$ cat config.mk
export PLATFORM = sky130hd
export DESIGN_NAME = blkseq_top
export DESIGN_NICKNAME = d
export VERILOG_FILES = /design/src/rtl/blkseq_pkg.sv /design/src/rtl/blkseq_timer.sv /design/src/rtl/blkseq_range.sv /design/src/rtl/blkseq_mem.sv /design/src/rtl/blkseq_top.sv
export SDC_FILE = /design/constraint.sdc
export NUM_CORES = 2
export LEC_CHECK = 0
export ABC_AREA = 1
export BUFFER_PORTS_ARGS = -buffer_cell sky130_fd_sc_hd__clkbuf_2
export CORE_MARGIN = 8
export CORE_UTILIZATION = 45
export DETAILED_ROUTE_END_ITERATION = 12
export PLACE_DENSITY = 0.68
export SYNTH_ARGS = -nofsm -noshare
export SYNTH_HDL_FRONTEND = slang
export SYNTH_SLANG_ARGS = --single-unit
$ cat constraint.sdc
create_clock -name clk -period 8.2 [get_ports clk]
set_clock_uncertainty 0.15 [all_clocks]
set_input_delay 0.41 -clock clk [delete_from_list [all_inputs] [get_ports clk]]
set_output_delay 0.41 -clock clk [all_outputs]
set_load 0.01 [all_outputs]
$ cat src/rtl/blkseq_pkg.sv
// Shared types for the block-access sequencer.
// Assumes: a single clock domain; all users import this package.
package blkseq_pkg;

    typedef enum logic [2:0] {
        S_IDLE,   // waiting for a command
        S_RD,     // streaming read bytes
        S_ACKC,   // confirming a write command
        S_WAIT,   // settle window before write data
        S_DATA,   // collecting the four bytes of a page
        S_PROG,   // programming interval
        S_ACKP    // confirming a programmed page
    } seq_state_t;

    localparam logic [1:0] ACK_PATTERN = 2'b01;

endpackage

$ cat src/rtl/blkseq_timer.sv
// Down-counter for the settle and programming windows.
// Assumes: load has priority; the counter holds at zero until reloaded.
module blkseq_timer #(
    parameter int CW = 4
) (
    input  logic          clk,
    input  logic          rst_n,
    input  logic          load,
    input  logic [CW-1:0] load_val,
    output logic          zero
);

    logic [CW-1:0] cnt;

    // Load a new window length or count down towards zero.
    always_ff @(posedge clk) begin
        if (!rst_n)          cnt <= '0;
        else if (load)       cnt <= load_val;
        else if (cnt != '0)  cnt <= cnt - 1'b1;
    end

    assign zero = (cnt == '0);

endmodule

$ cat src/rtl/blkseq_range.sv
// Computes the final page a command visits.
// Assumes: block size is a power of two, given as BLK_SH address bits.
module blkseq_range #(
    parameter int PG_W   = 6,
    parameter int BLK_SH = 2
) (
    input  logic [PG_W-1:0] start_pg,
    input  logic            block,
    output logic [PG_W-1:0] last_pg
);

    generate
        if (BLK_SH == 0) begin : g_no_block
            // A one-page block always ends where it starts.
            assign last_pg = start_pg;
        end else begin : g_block
            // A block span ends at the page with all in-block bits set.
            assign last_pg = block ? {start_pg[PG_W-1:BLK_SH], {BLK_SH{1'b1}}}
                                   : start_pg;
        end
    endgenerate

endmodule

$ cat src/rtl/blkseq_mem.sv
// Register-array page store with one write port and one read port.
// Assumes: clears to zero on reset; the read port is combinational.
module blkseq_mem #(
    parameter int PAGES = 64,
    parameter int WORD  = 32,
    localparam int PG_W = $clog2(PAGES)
) (
    input  logic            clk,
    input  logic            rst_n,
    input  logic            we,
    input  logic [PG_W-1:0] waddr,
    input  logic [WORD-1:0] wdata,
    input  logic [PG_W-1:0] raddr,
    output logic [WORD-1:0] rdata
);

    logic [WORD-1:0] store [PAGES];

    // Clear on reset, otherwise commit one page per strobe.
    always_ff @(posedge clk) begin
        if (!rst_n) begin
            for (int i = 0; i < PAGES; i++) store[i] <= '0;
        end else if (we) begin
            store[waddr] <= wdata;
        end
    end

    assign rdata = store[raddr];

endmodule

$ cat src/rtl/blkseq_top.sv
// Block-access sequencer: walks single-page or rest-of-block reads and
// writes over the page store, pacing write data with a settle window
// and a programming interval, and raising one acknowledge per step.
// Assumes: one command in flight; the CRC verdict arrives with byte 4.
module blkseq_top #(
    parameter int PAGES         = 64,
    parameter int WORD          = 32,
    parameter int PAGES_PER_BLK = 4,
    parameter int ADDR_W        = 8,
    parameter int TWSC          = 3,
    parameter int TPROG         = 5,
    localparam int PG_W   = $clog2(PAGES),
    localparam int BLK_SH = $clog2(PAGES_PER_BLK),
    localparam int BYTES  = WORD / 8,
    localparam int BI_W   = (BYTES > 1) ? $clog2(BYTES) : 1,
    localparam int TMAX   = (TWSC > TPROG) ? TWSC : TPROG,
    localparam int CW     = $clog2(TMAX + 1)
) (
    input  logic              clk,
    input  logic              rst_n,
    input  logic              cmd_valid,
    input  logic              cmd_write,
    input  logic              cmd_block,
    input  logic [ADDR_W-1:0] cmd_page,
    output logic              cmd_ready,
    input  logic              wb_valid,
    input  logic [7:0]        wb_byte,
    input  logic              wb_crc_ok,
    output logic              rd_valid,
    output logic [PG_W-1:0]   rd_page,
    output logic [7:0]        rd_byte,
    output logic              rd_last,
    output logic              ack_valid,
    output logic [1:0]        ack_code,
    output logic              wr_stb,
    output logic [PG_W-1:0]   wr_page,
    output logic              busy
);
    import blkseq_pkg::*;

    seq_state_t      state;
    logic [PG_W-1:0] cur_pg, end_pg, span_end;
    logic [BI_W-1:0] byte_idx;
    logic [WORD-1:0] asm_word, mem_rdata;
    logic            tmr_load, tmr_zero;
    logic [CW-1:0]   tmr_val;
    logic            addr_ok, last_byte, at_end;

    assign addr_ok   = (cmd_page < ADDR_W'(PAGES));
    assign last_byte = (byte_idx == BI_W'(BYTES - 1));
    assign at_end    = (cur_pg == end_pg);

    blkseq_range #(.PG_W(PG_W), .BLK_SH(BLK_SH)) range_i (
        .start_pg (cmd_page[PG_W-1:0]),
        .block    (cmd_block),
        .last_pg  (span_end)
    );

    // Window loads: settle after each acknowledge that leads to data,
    // programming after a page's fourth byte with a good verdict.
    always_comb begin
        tmr_load = (state == S_ACKC) ||
                   (state == S_ACKP && !at_end) ||
                   (state == S_DATA && wb_valid && last_byte && wb_crc_ok);
        tmr_val  = (state == S_DATA) ? CW'(TPROG - 1) : CW'(TWSC - 1);
    end

    blkseq_timer #(.CW(CW)) timer_i (
        .clk      (clk),
        .rst_n    (rst_n),
        .load     (tmr_load),
        .load_val (tmr_val),
        .zero     (tmr_zero)
    );

    blkseq_mem #(.PAGES(PAGES), .WORD(WORD)) mem_i (
        .clk   (clk),
        .rst_n (rst_n),
        .we    (wr_stb),
        .waddr (cur_pg),
        .wdata (asm_word),
        .raddr (cur_pg),
        .rdata (mem_rdata)
    );

    // Sequencing of pages, bytes and handshake steps.
    always_ff @(posedge clk) begin
        if (!rst_n) begin
            state    <= S_IDLE;
            cur_pg   <= '0;
            end_pg   <= '0;
            byte_idx <= '0;
            asm_word <= '0;
        end else begin
            case (state)
                S_IDLE: if (cmd_valid && addr_ok) begin
                    cur_pg   <= cmd_page[PG_W-1:0];
                    end_pg   <= span_end;
                    byte_idx <= '0;
                    state    <= cmd_write ? S_ACKC : S_RD;
                end
                S_RD: begin
                    byte_idx <= last_byte ? '0 : byte_idx + 1'b1;
                    if (last_byte) begin
                        if (at_end) state  <= S_IDLE;
                        else        cur_pg <= cur_pg + 1'b1;
                    end
                end
                S_ACKC: state <= S_WAIT;
                S_WAIT: if (tmr_zero) begin
                    byte_idx <= '0;
                    state    <= S_DATA;
                end
                S_DATA: if (wb_valid) begin
                    asm_word <= {wb_byte, asm_word[WORD-1:8]};
                    byte_idx <= last_byte ? '0 : byte_idx + 1'b1;
                    if (last_byte) state <= wb_crc_ok ? S_PROG : S_IDLE;
                end
                S_PROG: if (tmr_zero) state <= S_ACKP;
                S_ACKP: begin
                    if (at_end) begin
                        state <= S_IDLE;
                    end else begin
                        cur_pg <= cur_pg + 1'b1;
                        state  <= S_WAIT;
                    end
                end
                default: state <= S_IDLE;
            endcase
        end
    end

    // Port views of the sequencer state.
    always_comb begin
        cmd_ready = (state == S_IDLE);
        rd_valid  = (state == S_RD);
        rd_page   = cur_pg;
        rd_byte   = mem_rdata[byte_idx*8 +: 8];
        rd_last   = rd_valid && last_byte && at_end;
        ack_valid = (state == S_ACKC) || (state == S_ACKP);
        ack_code  = ack_valid ? ACK_PATTERN : 2'b00;
        busy      = (state == S_PROG);
        wr_stb    = busy && tmr_zero;
        wr_page   = cur_pg;
    end

endmodule

# Word level (Yosys, flattened, before mapping)
# Memory sizes are Yosys's and may differ from the RTL's. A register that Yosys moved wholly into a read port is not among the register bits.
# Index checks and enable logic that the tools add are counted.
# classes
add_sub_neg	3
n_lt_le_gt_ge	1
eq_ne	15
n_shift	1
mux	34
n_reduce_logical	24
# ops
cell	count
6-bit 2-to-1 mux	6
3-bit 2-to-1 mux	11
32-bit 2-to-1 mux	1
32-bit OR reduction	1
32-bit by 6-bit indexed part select with 8-bit output	1
3-bit case mux with 7 select lines	1
6-bit case mux with 3 select lines	1
2-bit 2-to-1 mux	7
3-bit equality test (second input constant)	3
1-bit logical AND	8
8-bit by 7-bit < comparator with 1-bit output (second input constant)	1
2-bit by 1-bit != test with 1-bit output (second input constant)	4
2-bit case mux with 4 select lines	1
7-bit AND reduction	1
6-bit by 1-bit adder with 6-bit output (second input constant)	1
3-bit by 2-bit equality test with 1-bit output (second input constant)	2
6-bit equality test	1
3-bit zero test	2
1-bit 2-to-1 mux	6
2-bit != test (second input constant)	3
3-bit nonzero test	2
2-bit AND reduction	2
4-bit AND reduction	1
4-bit nonzero test	1
8 further kinds	10
# word_totals
register_bits	52
ramBits	2048
input_bits	23
output_inout_bits	28
elab_cells	85
memories	1
# memory_table
name	words	word_bits	rd	rd_ports_with_merged_regs	wr	line_no	source
mem_i.store	64	32	1	1	64	blkseq_mem.sv:17	logic [WORD-1:0] store [PAGES];

# Longest topological paths before layout
# depth
ltp_word	7
ltp_mapped	15
depth_no_buf	11

# Modules after synthesis
# From an unflattened synthesis, not the netlist that was laid out.
# unflattened
cells_unflattened	9716
area_unflattened_um2	94086.5
# by_module_without_submodules
module	instances	cells_per_inst	area_per_inst_um2	seq_area_each_um2
blkseq_mem	1	9282	91183.7	61499.0
blkseq_top	1	396	2653.8	980.9
blkseq_timer	1	29	200.2	60.1
blkseq_range	1	9	48.8	0.0

# Least setup slack after synthesis
# Ideal clock, no wire load.
# synth_timing
kind	flip-flop to flip-flop
startpoint	reg timer_i.cnt[0]
endpoint	mem mem_i.store[43][0], enable pin
setup_ns	0.389
arrival_ns	2.701
required_ns	7.661
slack_ns	4.960
stages_incl_launch_ff	13
n_path_buf	2
period_less_slack_ns	3.240
path_cell_list	dfxtp_1 -> inv_1 -> ha_1 -> inv_1 -> nor2_1 -> inv_2 -> nor2_2 -> nand2_4 -> clkbuf_8 -> nor4_4 -> nand2_1 -> buf_6 -> nand2_1
# synth_lines
item	line_no	source
start: declaration	blkseq_timer.sv:13	logic [CW-1:0] cnt;
start signal: assignment	blkseq_timer.sv:18	else if (load) cnt <= load_val;
start signal: assignment	blkseq_timer.sv:19	else if (cnt != '0) cnt <= cnt - 1'b1;
end: declaration	blkseq_mem.sv:17	

==> results.toml <==
[cts]
holdBufCountCts = 31
cts_resized = 0
cts.clk_slew.worst_paths_ns = 0.06
clkLatencyLatePin_ns = 0.86
cts_made_buffers = 202
cts_tree = "yes"
cts_sinks = 2106
cts_root_buffer = "clkbuf_16"
htree_levels = 4
clockBufferDepth = 3
post-cts-setup-buffers = 0

[sta]
period_minus_slack_ns = 6.158
hold_violations = 0
worst_pin_slew_ns = 1.371
slew-limit-headroom = 0.08590
setup_slack_ns = 2.042
finalCritPeriodShare = 0.7510
max_freq_mhz = 162.4
setup-tns-final_ns = 0
setup_viol = 0
rsz0062_at_grt = "false"
drv_slew = 0

[routing]
wl_met1_um = 112100
highest_layer = "met5"
wl_met2_um = 132800
drc = 0
vias = 72310
postRouteWirelength_um = 306800
post_drt_wl_per_cell_um = 25.27
ant_nets = 0
via_per_inst = 5.954
route.met3.wl_um = 41790
drt_iter0_markers = 11260
first_pass_iters = 9

[logic_synthesis]
synth_edf_count = 2048
yosysMostFrequentCell = "nand2_1"
yosys_warnings = 0
synth-main-ff-cell = "edfxtp_1"
synth_area_per_cell_um2 = 9.827
post_synth_num_cell_types = 35
synth_commonest_cells = "nand2_1 (2245), nor2_1 (2078), edfxtp_1 (2048)"
synth_top_cell_by_area = "edfxtp_1"
synth-seq-cells = 2106
syn_area_um2 = 94170
synthArstFlopShare = 0
synth_top_area_share = 0.6531
seq_area_frac_synth = 0.6654
synthCells = 9582
synthTopCellsByArea = "edfxtp_1 (65%), nand3_1 (11%), nand2_1 (8.9%)"
syn_nets = 9609

[critical_path]
worstSetupStartpointType = "flip-flop"
crit_arrival_ns = 5.60
worstSetupEndpointType = "primary output"
cp.required_ns = 7.64
cp_max_fo = 114
crit_type = "reg2out"
r2r_setup_slack_ns = 3.60

[cells_and_area]
drive_gt1_frac = 0.06376
regArea_um2 = 62680
multiInputGateArea_um2 = 27490
fillCellCount = 18510
final_util = 0.4916
area_growth_pct = 8.972
layout.nets = 9197

[power_and_ir_drop]
p_per_area_nw_per_um2 = 265.7
p_comb_frac = 0.212
switching_power_uw = 8798
intPower_uw = 18460
ir_drop_mv = 0.1979
leakage_uw = 0.03512
pwr-share-seq = 0.454
sw_frac_of_total = 0.3227
p_clk_frac = 0.335

[flow_run]
cap_violations = 0

[floorplanning]
io_pins = 51
die_h_um = 473.5
die_w_um = 473.5
start_util = 0.4511
die_area_um2 = 224200
fp-row-count = 168
coreArea_um2 = 208700

[grt]
grt_use_total = 0.2640
grt_pass1_vias = 68000
gr-total-overflow = 0
antenna_found_initial = 5
grt_pass1_wl_um = 446500
grt_max_degree = 209

[placed_design]
hpwl_um = 167200
place_congestion = 0.9845
dpl_worst_slack_ns = 3.180
numPortBuffers = 49

[worst_hold_path]
worst_hold_path_type = "in2reg"

[outcome]
status = "finished clean"
[power groups by stage]
stage | clock (uW) | sequential, uW | combinational (uW)
after floorplan | 0 | 12400 | 3250
after global placement | 0 | 12600 | 5500
after detailed placement | 0 | 12600 | 5520
after CTS | 9160 | 12400 | 5550
after global routing | 9540 | 12400 | 5970
final | 9130 | 12400 | 5770
[state kept, by name, summed over array words and instances, names as in the netlist, named ones only]
register,cells
mem_i.store,2048
asm_word,32
byte_idx,2
state,3
rd_page,6
timer_i.cnt,3
end_pg,6
[worst max-delay path, stage by stage (launching register included)]
cell      delay, ns
dfxtp_4        0.56
inv_8          0.67
buf_4          0.77
nand3_1        0.40
nand3_1        0.26
nand3_1        0.26
nand3_1        0.54
nand3_1        0.15
nand2_1        0.17
nand2_1        0.07
nand2_1        0.40
clkbuf_2       0.22
[worst paths after layout]
kind,startpoint,depth (start not counted),endpoint
hold / removal,cmd_page[6],7,byte_idx[1]
hold reg to reg,asm_word[23],2,asm_word[23]
setup reg to reg,rd_page[5],6,mem_i.store[42][30]
setup / recovery,flip-flop,11,rd_byte[5]
[per-layer routing]
metal  track usage  vias up
li1              -    31480
met1        0.3547    34890
met2        0.3867     5152
met3       0.07078      773
met4        0.1535        6
met5             0        -
[cells in the final DEF (no fill, tap or decap), types with 5 or more instances in the layout]
cell,Yosys,layout
nand2_1,2245,2244
nor2_1,2078,2078
edfxtp_1,2048,2048
nand3_1,2027,2027
clkbuf_16,0,206
buf_4,10,191
clkinv_2,0,60
clkinv_1,2,54
dfxtp_1,58,53
a21oi_1,51,51
clkbuf_2,0,48
o21ai_0,46,46
clkbuf_1,678,45
dlygate4sd3_1,0,31
inv_1,59,25
buf_12,0,15
bufinv_16,0,13
nor3_1,15,10
nor4_4,10,10
diode_2,0,6
inv_2,5,6
or2_2,6,6
nand4_1,5,5
clkinvlp_4,0,5
[area by class of cell]
cell class,count,area share
flip-flops and latches,2106,0.6108
multi-input cells,6509,0.2678
clock buffers,255,0.05242
well taps,2805,0.03420
repair buffers,285,0.02226
clock inverters,111,0.009316
inverters,66,0.003012
diodes,6,0.0001463
[cell families after synthesis]
family,after synthesis,share of synthesized area
compound gates,104,0.005700
xor+xnor,4,0.0003721
fa+ha+maj,4,0.0005315
buf+inv,967,0.04313
flops,2106,0.6654
other cells,1,0.00003982
simple gates,6396,0.2848
[per-stage QoR]
| stage | cell area, um^2 | instances | total power [uW] | hold slack, ns |
|---|---|---|---|---|
| floorplan | 94170 | 9582 | 15690 | 0.2934 |
| global placement | 95950 | 11740 | 18070 | 0.2893 |
| detailed placement | 95950 | 11740 | 18100 | 0.3015 |
| CTS | 102600 | 12140 | 27070 | 0.02245 |
| global route | 102600 | 12140 | 27910 | 0.1429 |
| finish | 102600 | 12140 | 27260 | 0.09708 |
(Power assumes the default switching activity.)
